### src/rtl/cpu_irq_pkg.sv
package cpu_irq_pkg;
    localparam int ID_W    = 10;
    localparam int SRC_W   = 3;
    localparam int PRIO_W  = 8;
    localparam int DATA_W  = 32;
    localparam int ADDR_W  = 2;
    localparam int VAL_W   = ID_W + SRC_W;
    localparam int ID_LIMIT = 1020;
    localparam int SGI_LIMIT = 16;
    localparam logic [ID_W-1:0]   SPURIOUS_ID = '1;
    localparam logic [PRIO_W-1:0] IDLE_PRIO   = '1;

    typedef enum logic [ADDR_W-1:0] {
        A_CTRL = 2'd0,
        A_MASK = 2'd1,
        A_ACK  = 2'd2,
        A_DONE = 2'd3
    } reg_addr_e;

    typedef struct packed {
        logic [SRC_W-1:0]  src;
        logic [ID_W-1:0]   id;
        logic [PRIO_W-1:0] prio;
    } act_ent_t;
endpackage

### src/rtl/cpu_irq_qualify.sv
module cpu_irq_qualify
    import cpu_irq_pkg::*;
(
    input  logic              en,
    input  logic [PRIO_W-1:0] mask,
    input  logic [PRIO_W-1:0] run_prio,
    input  logic              room,
    input  logic              cand_valid,
    input  logic [ID_W-1:0]   cand_id,
    input  logic [PRIO_W-1:0] cand_prio,
    output logic              hit
);
    logic id_ok, mask_ok, run_ok;

    always_comb begin
        id_ok   = (32'(cand_id) < ID_LIMIT);
        mask_ok = (cand_prio < mask);
        run_ok  = (cand_prio < run_prio);
        hit     = en && cand_valid && id_ok && mask_ok && run_ok && room;
    end
endmodule

### src/rtl/cpu_irq_stack.sv
module cpu_irq_stack
    import cpu_irq_pkg::*;
#(
    parameter int DEPTH = 4
) (
    input  logic              clk,
    input  logic              rst_n,
    input  logic              push,
    input  act_ent_t          push_ent,
    input  logic              pop,
    output act_ent_t          top_ent,
    output logic              empty,
    output logic              full,
    output logic [PRIO_W-1:0] run_prio
);
    localparam int CW = $clog2(DEPTH + 1);

    typedef struct packed {
        act_ent_t [DEPTH-1:0] ent;
        logic [CW-1:0]        cnt;
    } stk_t;

    stk_t s_d, s_q;
    logic [CW-1:0] top_idx;

    always_comb begin
        s_d     = s_q;
        empty   = (s_q.cnt == '0);
        full    = (32'(s_q.cnt) == DEPTH);
        top_idx = empty ? '0 : s_q.cnt - 1'b1;
        top_ent = s_q.ent[top_idx];
        run_prio = empty ? IDLE_PRIO : top_ent.prio;
        if (push && !full) begin
            s_d.ent[s_q.cnt] = push_ent;
            s_d.cnt          = s_q.cnt + 1'b1;
        end else if (pop && !empty) begin
            s_d.cnt = s_q.cnt - 1'b1;
        end
    end

    always_ff @(posedge clk or negedge rst_n) begin
        if (!rst_n) s_q <= '0;
        else        s_q <= s_d;
    end


    no_overflow_chk: assert property (@(posedge clk) disable iff (!rst_n)
        push |-> !full);


    no_underflow_chk: assert property (@(posedge clk) disable iff (!rst_n)
        pop |-> !empty);


    pop_restores_chk: assert property (@(posedge clk) disable iff (!rst_n)
        (pop && !push) |=> (s_q.cnt == $past(s_q.cnt) - 1'b1));
endmodule

### src/rtl/cpu_irq_iface.sv
module cpu_irq_iface
    import cpu_irq_pkg::*;
#(
    parameter int DEPTH = 4
) (
    input  logic              clk,
    input  logic              rst_n,
    input  logic              cand_valid,
    input  logic [ID_W-1:0]   cand_id,
    input  logic [SRC_W-1:0]  cand_src,
    input  logic [PRIO_W-1:0] cand_prio,
    input  logic              reg_wr,
    input  logic              reg_rd,
    input  logic [ADDR_W-1:0] reg_addr,
    input  logic [DATA_W-1:0] reg_wdata,
    output logic [DATA_W-1:0] reg_rdata,
    output logic              irq_o,
    output logic              take_o,
    output logic [ID_W-1:0]   take_id_o,
    output logic              done_o,
    output logic [ID_W-1:0]   done_id_o
);
    typedef struct packed {
        logic              en;
        logic [PRIO_W-1:0] mask;
        logic [DATA_W-1:0] rdata;
    } reg_t;

    reg_t r_d, r_q;

    act_ent_t          top_ent, new_ent;
    logic              empty, full, hit;
    logic [PRIO_W-1:0] run_prio;
    logic              ack_rd, eoi_wr, eoi_match;
    logic [DATA_W-1:0] ack_val;

    cpu_irq_qualify u_qual (
        .en         (r_q.en),
        .mask       (r_q.mask),
        .run_prio   (run_prio),
        .room       (!full),
        .cand_valid (cand_valid),
        .cand_id    (cand_id),
        .cand_prio  (cand_prio),
        .hit        (hit)
    );

    cpu_irq_stack #(.DEPTH(DEPTH)) u_stack (
        .clk      (clk),
        .rst_n    (rst_n),
        .push     (take_o),
        .push_ent (new_ent),
        .pop      (done_o),
        .top_ent  (top_ent),
        .empty    (empty),
        .full     (full),
        .run_prio (run_prio)
    );

    always_comb begin
        r_d = r_q;

        new_ent.id   = cand_id;
        new_ent.src  = (32'(cand_id) < SGI_LIMIT) ? cand_src : '0;
        new_ent.prio = cand_prio;

        ack_rd  = reg_rd && (reg_addr == A_ACK);
        eoi_wr  = reg_wr && (reg_addr == A_DONE);
        ack_val = hit ? DATA_W'({new_ent.src, new_ent.id}) : DATA_W'(SPURIOUS_ID);

        eoi_match = eoi_wr && !empty
                 && (reg_wdata[VAL_W-1:0] == {top_ent.src, top_ent.id})
                 && (reg_wdata[DATA_W-1:VAL_W] == '0);

        take_o    = ack_rd && hit;
        take_id_o = cand_id;
        done_o    = eoi_match;
        done_id_o = top_ent.id;
        irq_o     = hit;

        if (reg_wr) begin
            case (reg_addr)
                A_CTRL:  r_d.en   = reg_wdata[0];
                A_MASK:  r_d.mask = reg_wdata[PRIO_W-1:0];
                default: ;
            endcase
        end
        if (reg_rd) begin
            case (reg_addr)
                A_CTRL:  r_d.rdata = DATA_W'(r_q.en);
                A_MASK:  r_d.rdata = DATA_W'(r_q.mask);
                A_ACK:   r_d.rdata = ack_val;
                default: r_d.rdata = '0;
            endcase
        end
    end

    always_ff @(posedge clk or negedge rst_n) begin
        if (!rst_n) r_q <= '0;
        else        r_q <= r_d;
    end

    assign reg_rdata = r_q.rdata;


    irq_needs_enable_chk: assert property (@(posedge clk) disable iff (!rst_n)
        irq_o |-> r_q.en);


    irq_under_mask_chk: assert property (@(posedge clk) disable iff (!rst_n)
        irq_o |-> (cand_prio < r_q.mask));


    spurious_no_change_chk: assert property (@(posedge clk) disable iff (!rst_n)
        (ack_rd && !hit && !reg_wr) |=> $stable(run_prio));


    take_raises_run_chk: assert property (@(posedge clk) disable iff (!rst_n)
        take_o |=> (run_prio == $past(cand_prio)));
endmodule

### config.mk
export PLATFORM = sky130hd
export DESIGN_NAME = cpu_irq_iface
export DESIGN_NICKNAME = d
export VERILOG_FILES = /design/src/rtl/cpu_irq_pkg.sv /design/src/rtl/cpu_irq_qualify.sv /design/src/rtl/cpu_irq_stack.sv /design/src/rtl/cpu_irq_iface.sv
export SDC_FILE = /design/constraint.sdc
export NUM_CORES = 1
export LEC_CHECK = 0
export CAP_MARGIN = 25
export CORE_MARGIN = 8
export CORE_UTILIZATION = 35
export DETAILED_ROUTE_END_ITERATION = 7
export GPL_TIMING_DRIVEN = 1
export PLACE_DENSITY = 0.62
export SLEW_MARGIN = 20
export SYNTH_ARGS = -nofsm -noshare
export SYNTH_HDL_FRONTEND = slang
export SYNTH_SLANG_ARGS = --single-unit
### constraint.sdc
create_clock -name clk -period 4.25 [get_ports clk]
set_input_delay 0.85 -clock clk [delete_from_list [all_inputs] [get_ports clk]]
set_output_delay 0.85 -clock clk [all_outputs]
set_load 0.02 [all_outputs]
# [Word level (Yosys, flattened, before mapping)]
# Index checks and enable logic that the tools add are counted.
# Widths: inputs -> output; s select.
[word_totals] output_inout_bits=55 inputBits=60 ff_bits=128 word_cells=64
[op_classes] n_eq_ne=5 magnitude_cmp=7 mux=12 n_addsub=2 n_reduce_logical=22
[op_table] operator="$bwmux 84" count=1
[op_table] operator="$bmux 21 s2" count=1
[op_table] operator="$demux 21 s2" count=1
[op_table] operator="$mux 21" count=2
[op_table] operator="$pmux 13 s3" count=1
[op_table] operator="$logic_not 19->1" count=1
[op_table] operator="$lt 8x8->1" count=2
[op_table] operator="$logic_and 1x1->1" count=14
[op_table] operator="$eq 13x13->1" count=1
[op_table] operator="$mux 13" count=1
[op_table] operator="$mux 3" count=4
[op_table] operator="$lt 10x10->1 const B" count=1
[op_table] operator="$lt 10x5->1 const B" count=1
[op_table] operator="$mux 8" count=1
[op_table] operator="$lt 3x3->1 const B" count=2
[op_table] operator="$eq 2x2->1 const B" count=2
[op_table] operator="$reduce_and 2->1" count=2
[op_table] operator="$add 3x1->3 const B" count=1
[op_table] operator="$eq 3x3->1 const B" count=1
[op_table] operator="$ge 3x1->1 const B" count=1
[op_table] operator="$logic_not 3->1" count=1
[op_table] operator="$sub 3x1->3 const B" count=1
[op_table] operator="$eq 2x1->1 const B" count=1
[op_table] operator="$logic_not 1->1" count=2
[op_table] operator="2 further kinds" count=2

# [Longest topological paths before layout]
[depth] depth_word=11 ltp_mapped=20 ltp_nobuf=16

# [Hierarchy]
# From an unflattened synthesis, not the netlist that was laid out.
[unflattened] cells_unflattened=588 hier_area_um2=6363.6
[by_module_without_submodules] module="cpu_irq_stack" instances=1 area_each_um2=4481.8 cells_each=372 seq_area_each_um2=2177.1
[by_module_without_submodules] module="cpu_irq_iface" instances=1 area_each_um2=1488.9 cells_each=163 seq_area_each_um2=550.5
[by_module_without_submodules] module="cpu_irq_qualify" instances=1 area_each_um2=392.9 cells_each=53 seq_area_each_um2=0.0

# [Worst setup path before layout]
# No wires, ideal clock.
[synth_path] path_kind="flip-flop to output port" from="reg u_stack.s_q[0] in the netlist's numbering" to="out take_o" path_stages_with_launch=16 setup_slack_ps=318 required_time_ps=3400 t_arrival_ps=3082 n_path_buf=2 path_cell_list="dfrtp_1 inv_2 ha_1 buf_6 mux2_4 buf_2 mux4_2 nor2_1 ha_1 a2111oi_0 a211oi_1 o21ai_1 o211ai_1 inv_2 nand3_4 inv_2"
[synth_via] elab_chain_len=9 elab_cells_between_ends=12 cone_classes="add/sub: 1; order compare: 1; eq/ne: 1; mux: 4; reduce/logical: 5"
[synth_lines] item="from (decl)" line="cpu_irq_stack.sv:23" rtl="stk_t s_d, s_q;"
[synth_lines] item="from (signal assigned)" line="cpu_irq_stack.sv:42" rtl="if (!rst_n) s_q <= '0;"
[synth_lines] item="from (signal assigned)" line="cpu_irq_stack.sv:43" rtl="else s_q <= s_d;"
[synth_lines] item="$sub 3x1->3 or $logic_not 3->1 (tied branches)" line="cpu_irq_stack.sv:30, cpu_irq_stack.sv:28"
[synth_lines] item="$mux 3" line="cpu_irq_stack.sv:30" rtl="top_idx = empty ? '0 : s_q.cnt - 1'b1;"
[synth_lines] item="$bmux 21 s2" line="cpu_irq_stack.sv:31" rtl="top_ent = s_q.ent[top_idx];"
[synth_lines] item="$mux 21 (not written as such)" line="cpu_irq_stack.sv:31"
[synth_lines] item="$mux 8" line="cpu_irq_stack.sv:32" rtl="run_prio = empty ? IDLE_PRIO : top_ent.prio;"
[synth_lines] item="$lt 8x8->1" line="cpu_irq_qualify.sv:18" rtl="run_ok = (cand_prio < run_prio);"
[synth_lines] item="$logic_and 1x1->1" line="cpu_irq_qualify.sv:19" rtl="hit = en && cand_valid && id_ok && mask_ok && run_ok && room;"
[synth_lines] item="$logic_and 1x1->1 (*)" line="cpu_irq_qualify.sv:19"
[synth_lines] item="net irq_o" line="cpu_irq_iface.sv:17" rtl="output logic irq_o,"
[synth_lines] item="$logic_and 1x1->1 (*)" line="cpu_irq_iface.sv:75" rtl="take_o = ack_rd && hit;"
[synth_lines] item="to (decl)" line="cpu_irq_iface.sv:18" rtl="output logic take_o,"
# Mark *: on every way through the listed nets, which the timed path passes. The rest lies on a longest branch. The select of a mux whose other input is x is not followed.

# [Worst setup path after layout]
[layout_path] from="reg u_stack.s_q[0] in the netlist's numbering" to="out take_o"
[layout_via] elab_chain_len=9 elab_cells_between_ends=12 cone_classes="add/sub: 1; order compare: 1; eq/ne: 1; mux: 4; reduce/logical: 5"
[layout_lines] item="$sub 3x1->3 or $logic_not 3->1 (tied branches)" line="cpu_irq_stack.sv:30, cpu_irq_stack.sv:28"
[layout_lines] item="$mux 3" line="cpu_irq_stack.sv:30"
[layout_lines] item="$bmux 21 s2" line="cpu_irq_stack.sv:31"
[layout_lines] item="$mux 21 (not written as such)" line="cpu_irq_stack.sv:31"
[layout_lines] item="$mux 8" line="cpu_irq_stack.sv:32"
[layout_lines] item="$lt 8x8->1" line="cpu_irq_qualify.sv:18"
[layout_lines] item="$logic_and 1x1->1" line="cpu_irq_qualify.sv:19"
[layout_lines] item="$logic_and 1x1->1 (*)" line="cpu_irq_qualify.sv:19"
[layout_lines] item="$logic_and 1x1->1 (*)" line="cpu_irq_iface.sv:75"
# Mark *: on every way between the ends. The rest lies on a longest branch, timed or not. The select of a mux whose other input is x is not followed.

==> results_dict.tcl <==
set metrics [dict create \
    status "completed" \
    num_vias 4908 \
    drc 0 \
    end_kind "output pin" \
    r2r_end "u_stack.s_q[77]" \
    synth.distinct_cells 55 \
    path_clk_slew_ns 0.07 \
    gp_congestion 0.895 \
    ant_nets 0 \
    dieArea_um2 21600 \
    crit_arrival_ns 3.28 \
    clock_skew_ns 0.0103 \
    swShare 0.339 \
    cp-startpoint "u_stack.s_q[0]" \
    antenna_found_initial 0 \
    p_sw_w 0.000975 \
    grt_use_total 0.174 \
    dr.pass1.iters 4 \
    fin_crit_ns 4.13 \
    holdBufCountCts 0 \
    cp.required_ns 3.40 \
    max-vdd-ir-drop_mv 0.193 \
    rrSetupSlack_ns 0.27 \
    final_util 0.444 \
    final_cell_mix "nand2_1 (137), dfrtp_1 (108), clkdlybuf4s50_1 (91), buf_4 (58)" \
    crit_type "reg -> out" \
    io_buffers 95 \
    pre_cts_ws_ns -0.0809 \
    yosys.area.top_type "dfrtp_1" \
    finalHoldViolations 0 \
    grt-ovfl-total 0 \
    grt_pass1_vias 5173 \
    insertion_delay_ns 0.35 \
    fmax_mhz 242 \
    die_w_um 147 \
    cts_tree "built" \
    seqPwrFrac 0.382 \
    layout.nets 801 \
    p_comb_frac 0.344 \
    synthTopCellsByArea "dfrtp_1 (45%), nand2_1 (8.6%), buf_4 (5.3%)" \
    p_leak_nw 3.69 \
    synth-edff-count 0 \
    netlist_area_um2 6000 \
    cts_buffer_depth 2 \
    clockPowerShare 0.274 \
    drive_gt1_frac 0.163 \
    crit_end "take_o" \
    grt_max_degree 82 \
    fin_ws_ns 0.115 \
    hp-class "reg -> reg" \
    synth_warnings 0 \
    powerDensity_nw_per_um2 380 \
    io_pins 115 \
    syn_to_final_growth_pct 26.1 \
    maxCapViolations 0 \
    layout_commonest_cell "nand2_1" \
    cts-root-buf "clkbuf_16" \
    tightest_slew_ns 0.787 \
    htreeDepth 3 \
    startpoint_type "register" \
    drv_slew 0 \
    ys_ff_latch 109 \
    clock_sinks 109 \
    die_h_um 147 \
    path_max_fanout 5 \
    syn_avg_cell_area_um2 9.89 \
    slew_headroom 0.475 \
    synth_flop_cell "dfrtp_1" \
    rsz0062_at_grt "true" \
    synthArstFlopShare 1.00 \
    cts_buffers 9 \
    post-dp-hpwl_um 14300 \
    fin_crit_sh 0.973 \
    internal_power_w 0.00190 \
    ff2ff_path_depth 16 \
    synth_top_area_frac 0.455 \
    initial_core_util 0.352 \
    via_per_inst 5.16 \
    core_area_um2 17100 \
    drt_wl_total_um 18800 \
    grt_first_pass_wirelength_um 29400 \
    worst_r2r_startpoint "u_stack.s_q[0]" \
    synthCells 607 \
    seq_area_frac_synth 0.455 \
    drt_iter0_drc 319 \
    setup_viol 0 \
    rows 48 \
    antennaDiodeCount 0 \
    avgRoutedWirePerCell_um 19.7 \
]
worst min-delay path by stage:
| stage | from | end | slack (ns) | depth (start not counted) |
|---|---|---|---|---|
| global route | u_stack.s_q[58] | u_stack.s_q[58] | 0.51 | 2 |
| global placement | u_stack.s_q[47] | u_stack.s_q[47] | 0.45 | 2 |
| floorplan | u_stack.s_q[36] | u_stack.s_q[36] | 0.44 | 2 |
| detailed placement | u_stack.s_q[36] | u_stack.s_q[36] | 0.46 | 2 |
| finish | u_stack.s_q[45] | u_stack.s_q[45] | 0.48 | 2 |
| CTS | u_stack.s_q[48] | u_stack.s_q[48] | 0.48 | 2 |
kinds of logic after synthesis:
family                   after synthesis  synth area share
AO/OA/AOI/OAI                         83            0.0897
XOR/XNOR                              12            0.0175
adder cells (fa/ha/maj)               20            0.0417
buffers and inverters                 91            0.0907
flip-flops                           109             0.455
multiplexers                          76             0.146
other                                  1          0.000625
AND/OR/NAND/NOR                      215             0.160
critical path, cell delays in order (launching register included):
cell       delay (ns)
dfrtp_2          0.44
inv_2            0.07
ha_2             0.19
mux2_4           0.35
mux4_2           0.30
nor2_1           0.11
ha_1             0.24
a2111oi_2        0.41
a211oi_2         0.10
o21ai_1          0.10
o211ai_1         0.17
inv_2            0.12
nand3_4          0.08
inv_2            0.10
buf_4            0.14
through the flow:
stage	total power, W	hold WS [ns]	std cells	TNS (ns)	cell area (um^2)
2_1_floorplan	0.00166	0.438	625	0	6070
3_3_place_gp	0.00208	0.452	934	-0.0571	7270
3_5_place_dp	0.00209	0.461	934	-0.121	7270
4_1_cts	0.00288	0.479	950	-0.0308	7540
5_1_grt	0.00301	0.510	951	-0.0882	7570
6_report	0.00288	0.476	951	0	7570
cell type report:
type	count	area, um^2
inverters	24	90.1
clock inverters	4	33.8
multi-input cells	425	2830
fillers	1639	9490
flip-flops and latches	109	2730
well taps	225	282
clock buffers	12	236
repair buffers	152	1370
layer usage:
| layer | global-route usage | share of wire | vias up |
|---|---|---|---|
| li1 | - | - | 2271 |
| met1 | 0.226 | 0.44 | 2406 |
| met2 | 0.275 | 0.46 | 190 |
| met3 | 0.0388 | 0.068 | 41 |
| met4 | 0.0760 | 0.031 | 0 |
| met5 | 0 | 0 | - |
synthesized netlist by cell type (all sizes together) (6+ instances only):
library cell and n:
nor2 28, clkbuf 7, inv 24, mux2 49, nand2 138, xor2 8, ha 20, dfrtp 109
a31oi 10, nand3 9, mux2i 24, nor2b 6, a22oi 6, buf 59, nand4 7, o21ai 31
o22ai 8, nor3 6, a211oi 7
registers in the layout (all words and copies together) (netlist names):
name,cells
reg_rdata,13
u_stack.s_q,87
r_q,9
power by group through the flow:
stage,combinational [W],sequential [W],clock (W)
2_1_floorplan,0.000550,0.00111,0
3_3_place_gp,0.000960,0.00112,0
3_5_place_dp,0.000973,0.00112,0
4_1_cts,0.000977,0.00110,0.000808
5_1_grt,0.00106,0.00110,0.000851
6_report,0.000991,0.00110,0.000790
repair_timing:
item                                    4_1_cts  5_1_grt
setup buffers                                 0        1
gates resized for setup                       8       11
pin swaps                                     1        3
endpoints found under the setup margin        3       21
Note: power is estimated with default switching activity, not from simulation.
